## src/rtl/dragon_pkg.sv

```systemverilog
package dragon_pkg;

    typedef enum logic [1:0] {
        LS_EXCL  = 2'd0,
        LS_SHCLN = 2'd1,
        LS_SHMOD = 2'd2,
        LS_MOD   = 2'd3
    } line_st_t;

    typedef enum logic [1:0] {
        BC_READ   = 2'd0,
        BC_UPDATE = 2'd1,
        BC_WBACK  = 2'd2,
        BC_NONE   = 2'd3
    } bus_cmd_t;

    typedef enum logic [2:0] {
        CS_IDLE,
        CS_WBACK,
        CS_FILL,
        CS_UPD,
        CS_RESP
    } ctl_st_t;

    function automatic logic is_owner(line_st_t s);
        return (s == LS_SHMOD) || (s == LS_MOD);
    endfunction

endpackage

```

## src/rtl/dragon_snoop.sv

```systemverilog
module dragon_snoop
    import dragon_pkg::*;
(
    input  logic       clk,
    input  logic       rst_n,
    input  logic       snp_valid,
    input  logic [1:0] snp_cmd,
    input  logic       line_vld,
    input  logic       tag_eq,
    input  line_st_t   cur_st,
    output logic       shared,
    output logic       supply,
    output logic       wr_word,
    output logic       set_st,
    output line_st_t   nxt_st
);

    logic hit;

    assign hit = snp_valid && line_vld && tag_eq &&
                 (snp_cmd == BC_READ || snp_cmd == BC_UPDATE);

    always_comb begin
        shared  = 1'b0;
        supply  = 1'b0;
        wr_word = 1'b0;
        set_st  = 1'b0;
        nxt_st  = cur_st;
        if (hit) begin
            shared = 1'b1;
            set_st = 1'b1;
            if (snp_cmd == BC_READ) begin
                supply = is_owner(cur_st);
                nxt_st = is_owner(cur_st) ? LS_SHMOD : LS_SHCLN;
            end else begin
                wr_word = 1'b1;
                nxt_st  = LS_SHCLN;
            end
        end
    end

    // supplying data implies the line is held
    a_r8_supply_shared: assert property (@(posedge clk) disable iff (!rst_n)
        supply |-> shared);

    // nothing is driven when no transaction is present
    a_r10_quiet_idle: assert property (@(posedge clk) disable iff (!rst_n)
        !snp_valid |-> (!shared && !set_st));

endmodule

```

## src/rtl/dragon_ctrl.sv

```systemverilog
module dragon_ctrl
    import dragon_pkg::*;
(
    input  logic       clk,
    input  logic       rst_n,
    input  logic       cpu_req,
    input  logic       cpu_we,
    input  logic       lk_hit,
    input  line_st_t   lk_st,
    input  logic       victim_dirty,
    input  logic       snp_valid,
    input  logic       mst_gnt,
    input  logic       mst_shared,
    output ctl_st_t    st_o,
    output logic       mst_req,
    output logic [1:0] mst_cmd,
    output logic       cpu_ack,
    output logic       wr_local,
    output logic       fill_go,
    output logic       fill_wr,
    output line_st_t   fill_st,
    output logic       upd_go,
    output line_st_t   upd_st
);

    ctl_st_t st_q, st_d;
    logic    accept;

    assign accept = (st_q == CS_IDLE) && cpu_req && !snp_valid;

    always_ff @(posedge clk) begin
        if (!rst_n) st_q <= CS_IDLE;
        else        st_q <= st_d;
    end

    always_comb begin
        st_d = st_q;
        unique case (st_q)
            CS_IDLE: begin
                if (accept) begin
                    if (lk_hit) begin
                        if (!cpu_we || lk_st == LS_EXCL || lk_st == LS_MOD) st_d = CS_RESP;
                        else                                                st_d = CS_UPD;
                    end else if (victim_dirty) begin
                        st_d = CS_WBACK;
                    end else begin
                        st_d = CS_FILL;
                    end
                end
            end
            CS_WBACK: if (mst_gnt) st_d = CS_FILL;
            CS_FILL:  if (mst_gnt) st_d = (cpu_we && mst_shared) ? CS_UPD : CS_RESP;
            CS_UPD:   if (mst_gnt) st_d = CS_RESP;
            CS_RESP:  st_d = CS_IDLE;
            default:  st_d = CS_IDLE;
        endcase
    end

    always_comb begin
        mst_req  = 1'b0;
        mst_cmd  = BC_NONE;
        cpu_ack  = 1'b0;
        wr_local = 1'b0;
        fill_go  = 1'b0;
        upd_go   = 1'b0;
        fill_wr  = cpu_we && !mst_shared;
        fill_st  = cpu_we ? (mst_shared ? LS_SHMOD : LS_MOD)
                          : (mst_shared ? LS_SHCLN : LS_EXCL);
        upd_st   = mst_shared ? LS_SHMOD : LS_MOD;
        unique case (st_q)
            CS_IDLE:  wr_local = accept && lk_hit && cpu_we &&
                                 (lk_st == LS_EXCL || lk_st == LS_MOD);
            CS_WBACK: begin mst_req = 1'b1; mst_cmd = BC_WBACK; end
            CS_FILL:  begin mst_req = 1'b1; mst_cmd = BC_READ;   fill_go = mst_gnt; end
            CS_UPD:   begin mst_req = 1'b1; mst_cmd = BC_UPDATE; upd_go  = mst_gnt; end
            CS_RESP:  cpu_ack = 1'b1;
            default:  ;
        endcase
    end

    assign st_o = st_q;

    // a foreign transaction stalls acceptance
    a_r12_snoop_blocks: assert property (@(posedge clk) disable iff (!rst_n)
        (st_q == CS_IDLE && snp_valid) |=> (st_q == CS_IDLE));

    // read hit acknowledged next cycle with no bus use
    a_r3_hit_read_quiet: assert property (@(posedge clk) disable iff (!rst_n)
        (accept && lk_hit && !cpu_we) |=> (cpu_ack && !mst_req));

    // a granted update completes the request
    a_r5_upd_then_ack: assert property (@(posedge clk) disable iff (!rst_n)
        (st_q == CS_UPD && mst_gnt) |=> cpu_ack);

endmodule

```

## src/rtl/dragon_cache_ctrl.sv

```systemverilog
module dragon_cache_ctrl
    import dragon_pkg::*;
#(
    parameter int ADDR_W = 8,
    parameter int WORD_W = 16,
    parameter int SETS   = 4,
    parameter int WORDS  = 2,
    localparam int OFF_W = $clog2(WORDS),
    localparam int IDX_W = $clog2(SETS),
    localparam int TAG_W = ADDR_W - IDX_W - OFF_W,
    localparam int BLK_W = WORD_W * WORDS
) (
    input  logic              clk,
    input  logic              rst_n,
    input  logic              cpu_req,
    input  logic              cpu_we,
    input  logic [ADDR_W-1:0] cpu_addr,
    input  logic [WORD_W-1:0] cpu_wdata,
    output logic              cpu_ack,
    output logic [WORD_W-1:0] cpu_rdata,
    output logic              mst_req,
    output logic [1:0]        mst_cmd,
    output logic [ADDR_W-1:0] mst_addr,
    output logic [WORD_W-1:0] mst_word,
    output logic [BLK_W-1:0]  mst_block,
    input  logic              mst_gnt,
    input  logic              mst_shared,
    input  logic [BLK_W-1:0]  mst_fill,
    input  logic              snp_valid,
    input  logic [1:0]        snp_cmd,
    input  logic [ADDR_W-1:0] snp_addr,
    input  logic [WORD_W-1:0] snp_word,
    output logic              snp_shared,
    output logic              snp_supply,
    output logic [BLK_W-1:0]  snp_block
);

    logic              vld_q [SETS];
    logic [TAG_W-1:0]  tag_q [SETS];
    line_st_t          st_q  [SETS];
    logic [BLK_W-1:0]  blk_q [SETS];

    logic [OFF_W-1:0]  cpu_off, snp_off;
    logic [IDX_W-1:0]  cpu_idx, snp_idx;
    logic [TAG_W-1:0]  cpu_tag, snp_tag;

    assign cpu_off = cpu_addr[OFF_W-1:0];
    assign cpu_idx = cpu_addr[OFF_W +: IDX_W];
    assign cpu_tag = cpu_addr[ADDR_W-1 -: TAG_W];
    assign snp_off = snp_addr[OFF_W-1:0];
    assign snp_idx = snp_addr[OFF_W +: IDX_W];
    assign snp_tag = snp_addr[ADDR_W-1 -: TAG_W];

    function automatic logic [BLK_W-1:0] put_word(input logic [BLK_W-1:0] b,
                                                  input logic [OFF_W-1:0] o,
                                                  input logic [WORD_W-1:0] w);
        logic [BLK_W-1:0] r;
        r = b;
        r[int'(o)*WORD_W +: WORD_W] = w;
        return r;
    endfunction

    logic [BLK_W-1:0] cur_blk;
    line_st_t         cur_st;
    logic             lk_hit, victim_dirty;

    assign cur_blk      = blk_q[cpu_idx];
    assign cur_st       = st_q[cpu_idx];
    assign lk_hit       = vld_q[cpu_idx] && (tag_q[cpu_idx] == cpu_tag);
    assign victim_dirty = vld_q[cpu_idx] && is_owner(cur_st);

    logic     sn_wr_word, sn_set_st;
    line_st_t sn_nxt;

    dragon_snoop u_snoop (
        .clk       (clk),
        .rst_n     (rst_n),
        .snp_valid (snp_valid),
        .snp_cmd   (snp_cmd),
        .line_vld  (vld_q[snp_idx]),
        .tag_eq    (tag_q[snp_idx] == snp_tag),
        .cur_st    (st_q[snp_idx]),
        .shared    (snp_shared),
        .supply    (snp_supply),
        .wr_word   (sn_wr_word),
        .set_st    (sn_set_st),
        .nxt_st    (sn_nxt)
    );

    ctl_st_t  ctl_st;
    logic     wr_local, fill_go, fill_wr, upd_go;
    line_st_t fill_st, upd_st;

    dragon_ctrl u_ctrl (
        .clk          (clk),
        .rst_n        (rst_n),
        .cpu_req      (cpu_req),
        .cpu_we       (cpu_we),
        .lk_hit       (lk_hit),
        .lk_st        (cur_st),
        .victim_dirty (victim_dirty),
        .snp_valid    (snp_valid),
        .mst_gnt      (mst_gnt),
        .mst_shared   (mst_shared),
        .st_o         (ctl_st),
        .mst_req      (mst_req),
        .mst_cmd      (mst_cmd),
        .cpu_ack      (cpu_ack),
        .wr_local     (wr_local),
        .fill_go      (fill_go),
        .fill_wr      (fill_wr),
        .fill_st      (fill_st),
        .upd_go       (upd_go),
        .upd_st       (upd_st)
    );

    always_ff @(posedge clk) begin
        if (!rst_n) begin
            for (int i = 0; i < SETS; i++) begin
                vld_q[i] <= 1'b0;
                tag_q[i] <= '0;
                st_q[i]  <= LS_EXCL;
                blk_q[i] <= '0;
            end
        end else begin
            if (sn_set_st)  st_q[snp_idx]  <= sn_nxt;
            if (sn_wr_word) blk_q[snp_idx] <= put_word(blk_q[snp_idx], snp_off, snp_word);
            if (wr_local) begin
                blk_q[cpu_idx] <= put_word(cur_blk, cpu_off, cpu_wdata);
                st_q[cpu_idx]  <= LS_MOD;
            end
            if (fill_go) begin
                vld_q[cpu_idx] <= 1'b1;
                tag_q[cpu_idx] <= cpu_tag;
                blk_q[cpu_idx] <= fill_wr ? put_word(mst_fill, cpu_off, cpu_wdata) : mst_fill;
                st_q[cpu_idx]  <= fill_st;
            end
            if (upd_go) begin
                blk_q[cpu_idx] <= put_word(cur_blk, cpu_off, cpu_wdata);
                st_q[cpu_idx]  <= upd_st;
            end
        end
    end

    always_comb begin
        unique case (ctl_st)
            CS_WBACK: mst_addr = {tag_q[cpu_idx], cpu_idx, {OFF_W{1'b0}}};
            CS_FILL:  mst_addr = {cpu_tag, cpu_idx, {OFF_W{1'b0}}};
            default:  mst_addr = cpu_addr;
        endcase
    end

    assign mst_word  = cpu_wdata;
    assign mst_block = cur_blk;
    assign cpu_rdata = cur_blk[int'(cpu_off)*WORD_W +: WORD_W];
    assign snp_block = snp_supply ? blk_q[snp_idx] : '0;

    // only an owned victim is written back
    a_r11_wb_owner: assert property (@(posedge clk) disable iff (!rst_n)
        (mst_req && mst_cmd == BC_WBACK) |-> (vld_q[cpu_idx] && is_owner(cur_st)));

    // local copy frozen while the update waits
    a_r6_local_hold: assert property (@(posedge clk) disable iff (!rst_n)
        (ctl_st == CS_UPD && !mst_gnt && !snp_valid) |=> $stable(cur_blk));

    // line state after a granted update follows the shared line
    a_r5_upd_state: assert property (@(posedge clk) disable iff (!rst_n)
        (ctl_st == CS_UPD && mst_gnt) |=> (cur_st == ($past(mst_shared) ? LS_SHMOD : LS_MOD)));

    // read fill state follows the shared line
    a_r2_fill_clean: assert property (@(posedge clk) disable iff (!rst_n)
        (ctl_st == CS_FILL && mst_gnt && !cpu_we) |=>
            (cur_st == ($past(mst_shared) ? LS_SHCLN : LS_EXCL)));

endmodule

```

## config.mk

```make
export PLATFORM = sky130hd
export DESIGN_NAME = dragon_cache_ctrl
export DESIGN_NICKNAME = d
export VERILOG_FILES = /design/src/rtl/dragon_pkg.sv /design/src/rtl/dragon_snoop.sv /design/src/rtl/dragon_ctrl.sv /design/src/rtl/dragon_cache_ctrl.sv
export SDC_FILE = /design/constraint.sdc
export NUM_CORES = 1
export LEC_CHECK = 0
export BUFFER_PORTS_ARGS = -buffer_cell sky130_fd_sc_hd__buf_2
export CAP_MARGIN = 10
export CORE_UTILIZATION = 50
export DETAILED_ROUTE_END_ITERATION = 16
export PLACE_DENSITY_LB_ADDON = 0.2
export SYNTH_ARGS = -nofsm -noshare
export SYNTH_HDL_FRONTEND = slang
export SYNTH_SLANG_ARGS = --single-unit
```

## constraint.sdc

```tcl
create_clock -name clk -period 9.8 [get_ports clk]
set_input_delay 1.96 -clock clk [delete_from_list [all_inputs] [get_ports clk]]
set_output_delay 1.96 -clock clk [all_outputs]
set_load 0.02 [all_outputs]
```

==> impl_metrics.yaml <==
status:
  outcome: "finished, final reports clean"
setup_path:
  crit_path_end_kind: "output port"
  reg2reg_to: "blk_q[1][31]"
  cp.arrival_ns: 5.46
  timing.rr.start: "st_q[1][0]"
  rrSetupSlack_ns: 5.43
  path_max_fanout: 26
  r2r_cells: 10
  critPathLaunchType: "input pin"
  required_ns: 7.84
  worstSetupPathType: "in2out"
layout:
  area_growth_pct: 13.2
  fillers: 1975
  layout-drive-gt1-share: 0.305
  design_area_um2: 13100
  nets: 1268
clock_network:
  cts_buffers: 17
  htreeDepth: 4
  path_clk_slew_ns: 0.07
  clock-sinks: 163
  clockBufferDepth: 2
  cts_hold_buf: 0
  clkLatencyLatePin_ns: 0.44
  cts_tree: "done"
  clockRootBuffer: "clkbuf_16"
  cts.repair.resized: 0
  cts_setup_buffers: 0
synthesis:
  async_flop_share: 0
  synth_seq_cells: 163
  synth.yosys.seq_area_share: 0.416
  synth_nets: 1146
  syn-mean-instance-area_um2: 11.0
  synthTopCellsByCount: "edfxtp_1, nand2_1, o31ai_1, mux4_2, mux2i_1"
  synthTopCellsByArea: "edfxtp_1, mux4_2, o31ai_1"
  synth_top_area_cell: "edfxtp_1"
  synth-edff-count: 157
  synth_most_common_cell: "edfxtp_1"
  synth_top_area_frac: 0.406
  synth_cells: 1052
  synthesis.area_um2: 11600
  synth-warning-count: 0
  synth_ff_type: "edfxtp_1"
  yosysUniqueCellTypes: 58
sta:
  max_slew_margin: 0.245
  max_freq_ghz: 0.135
  worst_slack_ns: 2.38
  fin_crit_sh: 0.757
  worstMarginPinSlew_ns: 1.13
  hold_viol: 0
  period_needed_ns: 7.42
  skew_ns: 0.0132
  setup_viol: 0
  maxSlewViolCount: 0
  setup_tns_ns: 0
  rsz0062_at_grt: "no"
floorplan:
  die_w_um: 154
  core_um2: 22700
  ioPinCount: 199
  rows: 55
  start_util: 0.512
  die_y_um: 154
  dieArea_um2: 23800
power_and_ir_drop:
  ir_drop_v: 0.000120
  p_leak_nw: 5.24
  powerDensity_nw_per_um2: 138
detailed_routing:
  ant_nets: 0
  vias: 9834
  viasPerCell: 6.67
  remaining_drc_errors: 0
  drtIter0Drc: 1244
  finalWirelength_um: 40300
  firstDrtPassIters: 8
  wl_per_cell_um: 27.3
placement:
  placed_cell_area_um2: 12600
  numPortBuffers: 198
  pre_cts_ws_ns: 2.41
  routabilityCongestion: 0.892
  hpwl_um: 26700
grt:
  grtUsageMet2: 0.548
  grt_max_degree: 70
  grt_pass1_vias: 9370
  use_met3: 0.0608
  antenna_found_initial: 3
  grt_pass1_wl_um: 59200
  overflow: 0
  use_met1: 0.462
  grt.busiest_layer: "met2"
  track_usage: 0.344
flow_run:
  drv_cap: 0
min_path:
  hp-start: "vld_q[0]"
  whs_endpoint: "vld_q[0]"
  hold_depth: 2
  hp-class: "reg2reg"
-- metal layers --
metal | share of wire | wire length [um]
met5 | 0.00027 | 11
met4 | 0.042 | 1700
met3 | 0.13 | 5180
met2 | 0.47 | 18800
met1 | 0.36 | 14700
-- cells in the final DEF (no fill, tap or decap), types with 15 or more instances in the layout --
cell	instances
nand2b_1	52
and2_1	39
mux4_2	74
o31ai_1	128
edfxtp_1	157
clkbuf_16	17
nor3_1	64
a211oi_1	16
buf_2	197
nand2_1	144
or2_2	17
a211o_1	15
mux2i_1	70
buf_4	23
nor2_1	17
-- where the power goes --
part           internal (W)  total [W]  switching [W]
logic              0.000128   0.000361       0.000233
registers          0.000791   0.000805      0.0000141
clock network      0.000337   0.000654       0.000316
-- stage by stage --
| step | instances | util | total power, W | hold WS [ns] |
|---|---|---|---|---|
| after floorplan | 1052 | - | 0.00105 | 0.432 |
| after global placement | 1440 | 0.554 | 0.00117 | 0.448 |
| after detailed placement | 1440 | 0.554 | 0.00117 | 0.455 |
| after CTS | 1472 | 0.578 | 0.00181 | 0.463 |
| after global routing | 1472 | 0.578 | 0.00187 | 0.478 |
| final | 1475 | 0.579 | 0.00182 | 0.470 |
-- kinds of logic (layout without fill, tap and decap cells) --
logic type	count (synthesis)	count (layout)	share of synthesized area
AOI/OAI and AO/OA	200	200	0.132
xor gates and xnor gates	17	17	0.0128
adders and majority gates	5	5	0.00539
buffers and inverters	127	262	0.0525
DFF	163	163	0.416
muxes	150	150	0.210
other	0	3	0
and+or+nand+nor	390	390	0.172
-- layout make-up --
type                    instances  area, um^2  area share
clock buffers                  17         425      0.0324
inverters                      10        37.5     0.00286
flip-flops and latches        163        4830       0.368
diodes                          3        7.51    0.000571
well taps                     285         357      0.0271
multi-input cells             762        6180       0.471
clock inverters                15         139      0.0106
repair buffers                220        1160      0.0881
-- worst max-delay path, cell delays in order --
cell,delay [ns]
buf_2,0.48
buf_4,0.53
mux4_2,0.39
xnor2_1,0.19
nand2_1,0.07
a21oi_1,0.45
and3_1,0.70
buf_4,0.35
and2_1,0.15
buf_2,0.16
-- sequential cells by signal (all words and copies together) (netlist names) --
| register | count |
|---|---|
| blk_q | 128 |
| st_q | 8 |
| vld_q | 4 |
| u_ctrl.st_o | 3 |
| tag_q | 20 |
-- worst max-delay path by stage --
| stage | start | end | slack (ns) | cells past startpoint |
|---|---|---|---|---|
| 6_report | snp_addr[2] | snp_block[17] | 2.38 | 10 |
| 3_5_place_dp | snp_addr[2] | snp_block[17] | 2.41 | 10 |
| 4_1_cts | snp_addr[2] | snp_block[17] | 2.38 | 10 |
| 5_1_grt | snp_addr[2] | snp_block[17] | 2.17 | 10 |
| 3_3_place_gp | snp_addr[2] | snp_block[17] | 2.50 | 10 |
| 2_1_floorplan | snp_addr[2] | snp_block[31] | 3.75 | 9 |
(Power assumes the default switching activity.)
